## src/rtl/irq_enc_pkg.sv

```systemverilog
package irq_enc_pkg;

  // status word field positions (software decodes these)
  localparam int CRIT_FLAG = 10;
  localparam int CRIT_LSB  = 8;
  localparam int MAIN_FLAG = 21;
  localparam int MAIN_LSB  = 16;
  localparam int PERI_FLAG = 29;
  localparam int PERI_LSB  = 24;
  localparam int CODE_W    = 5;
  localparam int CRIT_W    = 2;
  localparam int CRIT_N    = 4;

  // placeholder codes
  localparam int CRIT_REDIR   = 2;
  localparam int MAIN_REDIR   = 4;
  localparam int PERI_CASCADE = 0;

  typedef enum logic [1:0] {
    WS_MAIN_MASK = 2'd0,
    WS_PERI_MASK = 2'd1,
    WS_DMA_MASK  = 2'd2,
    WS_DMA_CLR   = 2'd3
  } wsel_e;

  typedef struct packed {
    logic             valid;
    logic [CODE_W-1:0] idx;
  } pick_t;

  // lowest set bit of a 32-bit vector, 0 when empty
  function automatic logic [CODE_W-1:0] first_set(input logic [31:0] v);
    logic [CODE_W-1:0] r;
    r = '0;
    for (int i = 31; i >= 0; i--) begin
      if (v[i]) r = CODE_W'(i);
    end
    return r;
  endfunction

  // assemble the three independent tiers into one word
  function automatic logic [31:0] pack_status(input pick_t c, input pick_t m,
                                              input pick_t p);
    logic [31:0] s;
    s = '0;
    s[CRIT_FLAG] = c.valid;
    s[MAIN_FLAG] = m.valid;
    s[PERI_FLAG] = p.valid;
    if (c.valid) s[CRIT_LSB +: CRIT_W] = c.idx[CRIT_W-1:0];
    if (m.valid) s[MAIN_LSB +: CODE_W] = m.idx;
    if (p.valid) s[PERI_LSB +: CODE_W] = p.idx;
    return s;
  endfunction

endpackage

```

## src/rtl/irq_pick.sv

```systemverilog
module irq_pick
  import irq_enc_pkg::*;
#(
  parameter int N = 32
) (
  input  logic [N-1:0] act,
  output pick_t        win
);

  logic [31:0] wide;

  assign wide      = 32'(act);
  assign win.valid = |act;
  assign win.idx   = first_set(wide);

  always_comb begin
    if (win.valid) begin

      pick_hit_chk: assert (wide[win.idx]);

      pick_lowest_chk: assert ((wide & ((32'd1 << win.idx) - 32'd1)) == 32'd0);
    end
  end

endmodule

```

## src/rtl/irq_dma_bank.sv

```systemverilog
module irq_dma_bank
  import irq_enc_pkg::*;
#(
  parameter int N = 32
) (
  input  logic         clk,
  input  logic         rst_n,
  input  logic [N-1:0] evt,
  input  logic         mask_we,
  input  logic         clr_we,
  input  logic [N-1:0] wdata,
  output pick_t        win
);

  logic [N-1:0] pend_q;
  logic [N-1:0] mask_q;
  logic [N-1:0] clr_vec;
  logic [N-1:0] act;

  assign clr_vec = clr_we ? wdata : '0;

  always_ff @(posedge clk or negedge rst_n) begin
    if (!rst_n) begin
      pend_q <= '0;
      mask_q <= '1;
    end else begin
      pend_q <= (pend_q & ~clr_vec) | evt;
      if (mask_we) mask_q <= wdata;
    end
  end

  assign act = pend_q & ~mask_q;

  irq_pick #(.N(N)) u_pick (
    .act (act),
    .win (win)
  );


  dma_set_wins_chk: assert property (@(posedge clk) disable iff (!rst_n)
    $past(rst_n) |-> ((pend_q & $past(evt)) == $past(evt)));


  dma_clear_chk: assert property (@(posedge clk) disable iff (!rst_n)
    $past(rst_n) |-> ((pend_q & $past(clr_vec & ~evt)) == '0));

endmodule

```

## src/rtl/irq_status_enc.sv

```systemverilog
module irq_status_enc
  import irq_enc_pkg::*;
#(
  parameter int          MAIN_N  = 17,
  parameter int          PERI_N  = 32,
  parameter int          DMA_N   = 32,
  parameter logic [31:0] HI_PERI = 32'h0000_0102
) (
  input  logic              clk,
  input  logic              rst_n,
  input  logic [CRIT_N-1:0] crit_req,
  input  logic [MAIN_N-1:0] main_req,
  input  logic [PERI_N-1:0] peri_req,
  input  logic [DMA_N-1:0]  dma_evt,
  input  logic              wr_en,
  input  logic [1:0]        wr_sel,
  input  logic [31:0]       wr_data,
  output logic [31:0]       status,
  output logic              dma_valid,
  output logic [CODE_W-1:0] dma_idx
);

  localparam logic [PERI_N-1:0] HI_SET = HI_PERI[PERI_N-1:0];

  // registered request and mask state
  logic [CRIT_N-1:0] crit_q;
  logic [MAIN_N-1:0] main_q;
  logic [PERI_N-1:0] peri_q;
  logic [MAIN_N-1:0] main_mask_q;
  logic [PERI_N-1:0] peri_mask_q;

  // write decode, brought out for the checks
  logic we_main_mask;
  logic we_peri_mask;
  logic we_dma_mask;
  logic we_dma_clr;

  assign we_main_mask = wr_en && (wsel_e'(wr_sel) == WS_MAIN_MASK);
  assign we_peri_mask = wr_en && (wsel_e'(wr_sel) == WS_PERI_MASK);
  assign we_dma_mask  = wr_en && (wsel_e'(wr_sel) == WS_DMA_MASK);
  assign we_dma_clr   = wr_en && (wsel_e'(wr_sel) == WS_DMA_CLR);

  always_ff @(posedge clk or negedge rst_n) begin
    if (!rst_n) begin
      crit_q      <= '0;
      main_q      <= '0;
      peri_q      <= '0;
      main_mask_q <= '1;
      peri_mask_q <= '1;
    end else begin
      crit_q <= crit_req;
      main_q <= main_req;
      peri_q <= peri_req;
      if (we_main_mask) main_mask_q <= wr_data[MAIN_N-1:0];
      if (we_peri_mask) peri_mask_q <= wr_data[PERI_N-1:0];
    end
  end

  // placeholder inputs carry no meaning
  logic sink_unused;
  assign sink_unused = crit_q[CRIT_REDIR] ^ main_q[MAIN_REDIR] ^ peri_q[PERI_CASCADE];

  // DMA pending bank
  pick_t dma_win;

  irq_dma_bank #(.N(DMA_N)) u_dma (
    .clk     (clk),
    .rst_n   (rst_n),
    .evt     (dma_evt),
    .mask_we (we_dma_mask),
    .clr_we  (we_dma_clr),
    .wdata   (wr_data[DMA_N-1:0]),
    .win     (dma_win)
  );

  assign dma_valid = dma_win.valid;
  assign dma_idx   = dma_win.idx;

  // peripheral group: reversed mask mapping, source 0 is the cascade
  logic [PERI_N-1:0] peri_act;
  logic [PERI_N-1:0] hi_act;
  logic [PERI_N-1:0] lo_act;
  logic              lo_any;

  for (genvar k = 0; k < PERI_N; k++) begin : g_peri
    if (k == PERI_CASCADE) begin : g_casc
      assign peri_act[k] = dma_win.valid & ~peri_mask_q[PERI_N-1-k];
    end else begin : g_src
      assign peri_act[k] = peri_q[k] & ~peri_mask_q[PERI_N-1-k];
    end
  end

  assign hi_act = peri_act & HI_SET;
  assign lo_act = peri_act & ~HI_SET;
  assign lo_any = |lo_act;

  pick_t hi_win;
  pick_t all_win;
  pick_t peri_win;

  irq_pick #(.N(PERI_N)) u_pick_hi (
    .act (hi_act),
    .win (hi_win)
  );

  irq_pick #(.N(PERI_N)) u_pick_all (
    .act (peri_act),
    .win (all_win)
  );

  assign peri_win.valid = all_win.valid;
  assign peri_win.idx   = hi_win.valid ? hi_win.idx : all_win.idx;

  // critical group: no mask, slot 2 stands for high-rank peripherals
  logic [CRIT_N-1:0] crit_act;
  pick_t             crit_win;

  for (genvar k = 0; k < CRIT_N; k++) begin : g_crit
    if (k == CRIT_REDIR) begin : g_redir
      assign crit_act[k] = hi_win.valid;
    end else begin : g_src
      assign crit_act[k] = crit_q[k];
    end
  end

  irq_pick #(.N(CRIT_N)) u_pick_crit (
    .act (crit_act),
    .win (crit_win)
  );

  // main group: reversed mask mapping, slot 4 stands for other peripherals
  logic [MAIN_N-1:0] main_act;
  pick_t             main_win;

  for (genvar k = 0; k < MAIN_N; k++) begin : g_main
    if (k == MAIN_REDIR) begin : g_redir
      assign main_act[k] = lo_any;
    end else begin : g_src
      assign main_act[k] = main_q[k] & ~main_mask_q[MAIN_N-1-k];
    end
  end

  irq_pick #(.N(MAIN_N)) u_pick_main (
    .act (main_act),
    .win (main_win)
  );

  assign status = pack_status(crit_win, main_win, peri_win);

  // decoded fields for the checks
  logic [CRIT_W-1:0] crit_field;
  logic [CODE_W-1:0] main_field;
  logic [CODE_W-1:0] peri_field;

  assign crit_field = status[CRIT_LSB +: CRIT_W];
  assign main_field = status[MAIN_LSB +: CODE_W];
  assign peri_field = status[PERI_LSB +: CODE_W];


  crit_redir_chk: assert property (@(posedge clk) disable iff (!rst_n)
    (status[CRIT_FLAG] && crit_field == CRIT_W'(CRIT_REDIR))
      |-> (status[PERI_FLAG] && HI_PERI[peri_field]));


  main_redir_chk: assert property (@(posedge clk) disable iff (!rst_n)
    (status[MAIN_FLAG] && main_field == CODE_W'(MAIN_REDIR))
      |-> (status[PERI_FLAG] && !status[CRIT_FLAG] ? !HI_PERI[peri_field] : status[PERI_FLAG]));


  main_src_chk: assert property (@(posedge clk) disable iff (!rst_n)
    (status[MAIN_FLAG] && main_field != CODE_W'(MAIN_REDIR))
      |-> (main_q[main_field] && !main_mask_q[MAIN_N-1-int'(main_field)]));


  peri_src_chk: assert property (@(posedge clk) disable iff (!rst_n)
    (status[PERI_FLAG] && peri_field != CODE_W'(PERI_CASCADE))
      |-> (peri_q[peri_field] && !peri_mask_q[PERI_N-1-int'(peri_field)]));


  cascade_chk: assert property (@(posedge clk) disable iff (!rst_n)
    (status[PERI_FLAG] && peri_field == CODE_W'(PERI_CASCADE))
      |-> (dma_valid && !peri_mask_q[PERI_N-1]));

endmodule

```

## config.mk

```make
export PLATFORM = sky130hd
export DESIGN_NAME = irq_status_enc
export DESIGN_NICKNAME = d
export VERILOG_FILES = /design/src/rtl/irq_enc_pkg.sv /design/src/rtl/irq_pick.sv /design/src/rtl/irq_dma_bank.sv /design/src/rtl/irq_status_enc.sv
export SDC_FILE = /design/constraint.sdc
export NUM_CORES = 1
export LEC_CHECK = 0
export BUFFER_PORTS_ARGS = -buffer_cell sky130_fd_sc_hd__buf_4
export CORE_MARGIN = 2
export CORE_UTILIZATION = 40
export CTS_CLUSTER_SIZE = 20
export DETAILED_ROUTE_END_ITERATION = 7
export PLACE_DENSITY = 0.64
export SLEW_MARGIN = 15
export SYNTH_ARGS = -nofsm -noshare
export SYNTH_HDL_FRONTEND = slang
export SYNTH_SLANG_ARGS = --single-unit
```

## constraint.sdc

```tcl
create_clock -name clk -period 3.6 [get_ports clk]
set_input_delay 0.18 -clock clk [delete_from_list [all_inputs] [get_ports clk]]
set_output_delay 0.18 -clock clk [all_outputs]
set_load 0.02 [all_outputs]
```

==> metrics.cfg, run 1 <==
[placement]
dp_cells = 970
port_buffers = 139
place_congestion = 0.8772
hpwl_um = 13140

[worst_hold_path]
hold_class = primary input to register

[synthesis]
synthMuxAreaShare_pct = 12.02
ys.warnings.count = 0
synth-simple-area-share_pct = 17.19
syn_avg_cell_area_sq_um = 11.84
synth_compound_area_share_pct = 10.06
synth-seq-cells = 162
synthCells = 609
synth.distinct_cells = 54
syn_area_sq_mm = 0.007212
synth_top_flop_cell = dfrtp_1
synthAdderAreaFrac_pct = 0
async_reset_ff_share_pct = 100.0
synth_top_family_by_area = simple AND/OR/NAND/NOR gates
synth_edf_count = 0
ys_seq_area_share_pct = 57.60
post_synth_xor_area_fraction_pct = 0

[pwr]
p_leak_nw = 4.211
powerDensity_mw_per_mm2 = 499.7
ir_worst_vdd_mv = 0.3532

[clock_tree]
cts_made_buffers = 17
worstSkewPairLatency_ps = 420
htree_levels = 4
root_buffer = clkbuf_16
clock_path_buffers = 2
clkTransAtPathRegs_ps = 60
cts_sinks = 162
cts_tree = built

[drt]
drcViolationCount = 0
wl_per_cell_um = 16.87
drt_pass1_iterations = 4
drtAntennaViolNets = 0
drt_iter0_drc = 295
wirelength_um = 18560
vias = 5549
viasPerCell = 5.045

[flow_run]
drv_cap = 0

[global_route]
grt_pass1_wl_um = 29930
grt_overflow_total = 0
grt_pass1_vias = 5810
grt_max_degree = 96
antenna_found_initial = 1
grt_use_total_pct = 19.84

[floorplan]
core.rowCount = 49
ios = 160
die_w_um = 138.3
start_util_pct = 40.42
die_area_sq_mm = 0.01912
coreArea_sq_mm = 0.01784
die_y_um = 138.3

[sta]
skew_ps = 0
hold_viol = 0
rsz0062_at_grt = no
relSlewSlack_pct = 42.85
period_share_pct = 96.35
period_minus_slack_ps = 3469
drv_slew = 0
max_freq_mhz = 288.3
worstMarginPinSlew_ps = 857.2
finalSetupTns_ps = 0
setup_viol = 0

[finish]
drive_gt1_share_pct = 40.34
fill_cells = 1485
area_growth_pct = 39.04
fin_cells = 1100
nets = 979

[critical_path]
cp-end-kind = output port
criticalPathCategory = register to output port
critical_path.startpoint_type = register
path_max_fanout = 4
cp.arrival_ps = 3290
required_ps = 3420

[run_status]
status = finished clean

[synth_stat cells, drive strengths merged, types with 4 or more instances]
| cell type | n | area share [%] |
|---|---|---|
| o2111ai | 5 | 0.61 |
| nand2 | 56 | 2.9 |
| inv | 13 | 0.68 |
| buf | 20 | 1.9 |
| nand3 | 6 | 0.42 |
| nor2b | 34 | 3.2 |
| dfrtp | 82 | 28 |
| a211oi | 6 | 0.62 |
| a31oi | 6 | 0.52 |
| nand2b | 51 | 4.4 |
| nor3 | 9 | 0.62 |
| nor2 | 34 | 1.8 |
| clkbuf | 9 | 0.47 |
| mux2 | 77 | 12 |
| o21ai | 18 | 1.2 |
| nand4 | 8 | 0.78 |
| or4 | 4 | 0.47 |
| a21o | 30 | 3.1 |
| a21oi | 18 | 1.2 |
| dfstp | 80 | 29 |
[repair_timing]
item / 4_1_cts / 5_1_grt
hold buffers: 94 / 1
gates resized for setup: 0 / 1
setup buffers: 0 / 2
hold endpoints to repair: 148 / 1
setup endpoints to repair: 0 / 3
[critical path, cell delays in order, from the launching register on]
cell      delay, ps
dfstp_2         540
nand2b_1        160
nand4b_1        220
or4_4           620
o31ai_4         350
or4b_4          530
nor4b_2         250
buf_4           190
[sequential cells by signal (all words and copies together) (netlist names)]
name          flops
crit_q            3
main_mask_q      16
main_q           16
peri_mask_q      32
peri_q           31
u_dma.mask_q     32
u_dma.pend_q     32
[metrics by stage]
step	worst slack (ps)	hold WS (ps)	util (%)	total power [mW]	instance area (sq um)
after detailed placement	518.3	290.6	47.55	3.188	8483
after CTS	55.43	1.321	56.03	5.042	9996
after floorplan	766.9	-115.6	-	2.835	7272
after global placement	600.4	289.5	47.55	3.151	8483
after global routing	32.98	7.627	56.20	5.243	10030
final	131.2	17.27	56.20	5.011	10030
[cell type report]
class                   count  area [sq um]  share of cell area [%]
diodes                      1         2.502                 0.02496
well taps                 229         286.5                   2.858
clock buffers              18         429.2                   4.280
repair buffers            242          2058                   20.53
multi-input cells         421          2905                   28.97
inverters                  13         48.80                  0.4866
flip-flops and latches    162          4154                   41.43
clock inverters            14         142.6                   1.423
[power breakdown]
part           internal [mW]  leakage (nW)  switching, mW
clock network          0.976         0.277          0.777
logic                  0.494          2.22          0.500
registers               2.15          1.72          0.109
[cells by family after synthesis]
logic type,after synthesis
and+or+nand+nor,223
AOI/OAI and AO/OA,104
muxes,77
buffers and inverters,42
DFF,162
other,1
[worst paths after layout]
kind                                    endpoint  slack, ps  depth (start not counted)              from
worst max-delay path                  status[20]        130                          7   u_dma.mask_q[3]
worst min-delay path            u_dma.mask_q[29]         20                          2       wr_data[29]
worst max register to register   u_dma.pend_q[7]       2710                          3   u_dma.pend_q[7]
worst min register to register  u_dma.pend_q[27]        480                          1  u_dma.pend_q[27]
max in group asynchronous        peri_mask_q[25]       2090                          3             rst_n
min in group asynchronous             main_q[14]        390                          2             rst_n
[cell usage in the layout (no fill, tap or decap), drive strengths merged, types with 2 or more instances in the layout]
cell	synthesis	layout
or3	3	3
nand4b	3	3
nand3b	2	2
inv	13	22
o21ai	18	18
a21oi	18	18
nand3	6	6
a221oi	3	3
o31ai	2	2
clkbuf	9	18
nor3b	2	2
o21bai	3	3
nand4	8	8
a211oi	6	6
a31oi	6	6
nand2b	51	51
dlygate4sd3	0	95
or4b	3	3
o2111ai	5	5
clkinvlp	0	2
nor2	34	34
or4	4	4
o211ai	3	3
nor3	9	9
mux2	77	77
nand2	56	56
a21o	30	30
nor2b	34	34
conb	1	17
dfrtp	82	82
buf	20	147
dfstp	80	80
or2	3	3
clkinv	0	2
[per-layer routing]
layer	up-vias	wire (um)	track usage (%)
met2	159	9213	33.56
met1	2760	8172	25.39
met4	0	541	7.841
met3	32	633	3.637
li1	2598	-	-
met5	-	0	0
No activity file was read; power rests on OpenSTA's default activity.
==> run 2, diff against run 1 <==
- CORE_UTILIZATION: 40 -> 54
- PLACE_DENSITY: 0.64 -> 0.82
==> metrics.cfg, run 2 (synthesis gave the netlist of run 1 again) <==
[drt]
drcViolationCount = 0  ; unchanged
drt_pass1_iterations = 5  ; +1
routed.top_layer = met4
drt_iter0_drc = 296  ; +0.34%
wirelength_um = 19250  ; +3.7%
viasPerCell = 5.469  ; +8.4%
wl_per_cell_um = 18.53  ; +9.8%
routed-wl-met3_um = 877  ; +39%
wl_met1_um = 7678  ; -6.0%
drtAntennaViolNets = 0  ; unchanged
met2RoutedLength_um = 10000  ; +8.6%
vias = 5682  ; +2.4%

[finish]
layout_common_cells = buf_4 (145), dlygate4sd3_1 (88), dfrtp_1 (82)
final_area_sq_mm = 0.009941  ; -0.86%
area_growth_pct = 37.84
nets = 972  ; -0.72%
antenna-diode-count = 0  ; -1
mostFrequentLayoutCell = buf_4
top_regs = peri_mask_q (32), u_dma.mask_q (32), u_dma.pend_q (32)
fill_cells = 793  ; -47%
drive_gt1_share_pct = 40.90  ; +0.56 points
fin_cells = 1039  ; -5.5%

[floorplan]
die_area_sq_mm = 0.01430  ; -25%
start_util_pct = 54.90  ; +14 points
core.rowCount = 42  ; -14%
coreArea_sq_mm = 0.01314  ; -26%
die_w_um = 119.6  ; -14%
die_y_um = 119.6  ; -14%
ios = 160  ; unchanged

[critical_path]
path_max_fanout = 7  ; +3
cp-end-kind = output port
rrSetupSlack_ps = 2670  ; -40 ps
required_ps = 3420  ; about the same
worstReg2RegStart = u_dma.pend_q[7]
slowest_stage = or4b_4
reg2regPathDepth = 3  ; unchanged
criticalPathCategory = register to output port
critical_path.startpoint_type = register
r2r_end = u_dma.pend_q[7]
path_cells = nor2b_4, or4_4, nor4_4, nand4_2, or4b_4, nor4b_2, buf_4
critPathMaxStageDelay_ps = 640  ; +20 ps
crit_start = peri_mask_q[15]
cp.arrival_ps = 3360  ; +70 ps
endpoint = status[20]

[global_route]
grt_overflow_total = 0  ; unchanged
grt_pass1_vias = 6039  ; +3.9%
grt_use_total_pct = 28.31  ; +8.5 points
antenna_found_initial = 0  ; -1
grt_max_degree = 123  ; +28%
grt_pass1_wl_um = 30870  ; +3.1%

[placement]
place_congestion = 0.8906  ; +1.5%
dpl_cell_area_sq_mm = 0.008417  ; -0.78%
dp_cells = 917  ; -5.5%
hpwl_um = 12390  ; -5.7%
post-place-ws_ps = 567.1  ; +48.75 ps
port_buffers = 139  ; unchanged

[clock_tree]
worstSkewPairLatency_ps = 420  ; about the same
cts_made_buffers = 17  ; unchanged
cts_sinks = 162  ; unchanged
clock_path_buffers = 2  ; unchanged
root_buffer = clkbuf_16
cts_tree = built
htree_levels = 4  ; unchanged
clkTransAtPathRegs_ps = 60  ; about the same

[sta]
skew_ps = 0  ; unchanged
worst_slack_ps = 64.99  ; -66.25 ps
hold_viol = 0  ; unchanged
setup_viol = 0  ; unchanged
max_freq_mhz = 282.9  ; -1.9%
period_share_pct = 98.19  ; +1.8 points
rsz0062_at_grt = no
worstMarginPinSlew_ps = 574.8  ; -282.4 ps
period_minus_slack_ps = 3535  ; +66.25 ps
relSlewSlack_pct = 61.68  ; +19 points
finalSetupTns_ps = 0  ; unchanged
drv_slew = 0  ; unchanged

[pwr]
ir_worst_vdd_mv = 0.3583  ; +1.4%
internal_power_mw = 3.689  ; +1.8%
powerDensity_mw_per_mm2 = 507.7  ; +1.6%
p_comb_share_pct = 20.0  ; +0.2 points
p_switching_mw = 1.357  ; -2.1%
p_seq_share_pct = 45.1  ; about the same
p_sw_share_pct = 26.89  ; -0.77 points
clkPwrFrac_pct = 34.9  ; about the same
p_leak_nw = 4.198  ; -0.32%

[worst_hold_path]
hold_class = primary input to register

[flow_run]
drv_cap = 0  ; unchanged

[run_status]
status = finished clean

==> run 2: changes by cell type in the layout (fill, tap and decap cells not counted), sizes merged <==
cell	previous run	this run
clkinv	2	6
clkinvlp	2	3
inv	22	14
dlygate4sd3	95	88
bufinv	1	2
diode	1	0
clkbuf	18	20
==> run 2: routing by layer <==
metal  vias up  GRT usage [%]
li1       2572              -
met1      2846          34.32
met2       213          49.14
met3        51          5.418
met4         0          12.79
met5         -              0
==> run 2: final cells by class <==
| type | instances | area, sq um | area share [%] |
|---|---|---|---|
| Sequential cell | 162 | 4154 | 41.79 |
| Multi-Input combinational cell | 421 | 2930 | 29.48 |
| Timing Repair Buffer | 235 | 2008 | 20.20 |
| Clock buffer | 20 | 446.7 | 4.493 |
| Tap cell | 176 | 220.2 | 2.215 |
| Clock inverter | 12 | 132.6 | 1.334 |
| Inverter | 13 | 48.80 | 0.4909 |
==> run 2: worst min-delay path by stage <==
stage	start	to	slack [ps]	cells after the start
3_5_place_dp	main_req[7]	main_q[7]	290	1
5_1_grt	wr_data[30]	u_dma.mask_q[30]	7	2
4_1_cts	wr_data[23]	u_dma.mask_q[23]	0.6	2
3_3_place_gp	main_req[16]	main_q[16]	290	1
2_1_floorplan	rst_n	crit_q[0]	-120	0
6_report	wr_data[19]	peri_mask_q[19]	10	2
==> run 2: per-stage QoR <==
step | hold WS [ps] | util (%) | power, mW
floorplan | -115.6 | - | 2.835
global placement | 289.2 | 64.07 | 3.135
detailed placement | 290.5 | 64.07 | 3.181
CTS | 0.6022 | 75.18 | 5.038
global route | 7.073 | 75.67 | 5.257
finish | 9.656 | 75.67 | 5.046
==> run 2: repair_timing <==
| item | CTS | global route |
|---|---|---|
| hold endpoints to repair | 150 | 0 |
| setup endpoints to repair | 0 | 2 |
| resized for setup | 0 | 5 |
| buffers inserted | 0 | 1 |
| hold buffers | 88 | 0 |
==> run 2: power groups by stage <==
| stage | registers [mW] | clock network [mW] | logic, mW |
|---|---|---|---|
| final | 2.27 | 1.76 | 1.01 |
| after floorplan | 2.25 | 0 | 0.583 |
| after detailed placement | 2.29 | 0 | 0.889 |
| after global placement | 2.28 | 0 | 0.858 |
| after global routing | 2.30 | 1.87 | 1.09 |
| after CTS | 2.27 | 1.79 | 0.981 |
==> run 2: worst max-delay path: cells and delay by family, from the launching register on <==
kind / cells / cell delay, ps
and+or+nand+nor: 6 / 2160
DFF: 1 / 560
buffers and inverters: 1 / 210
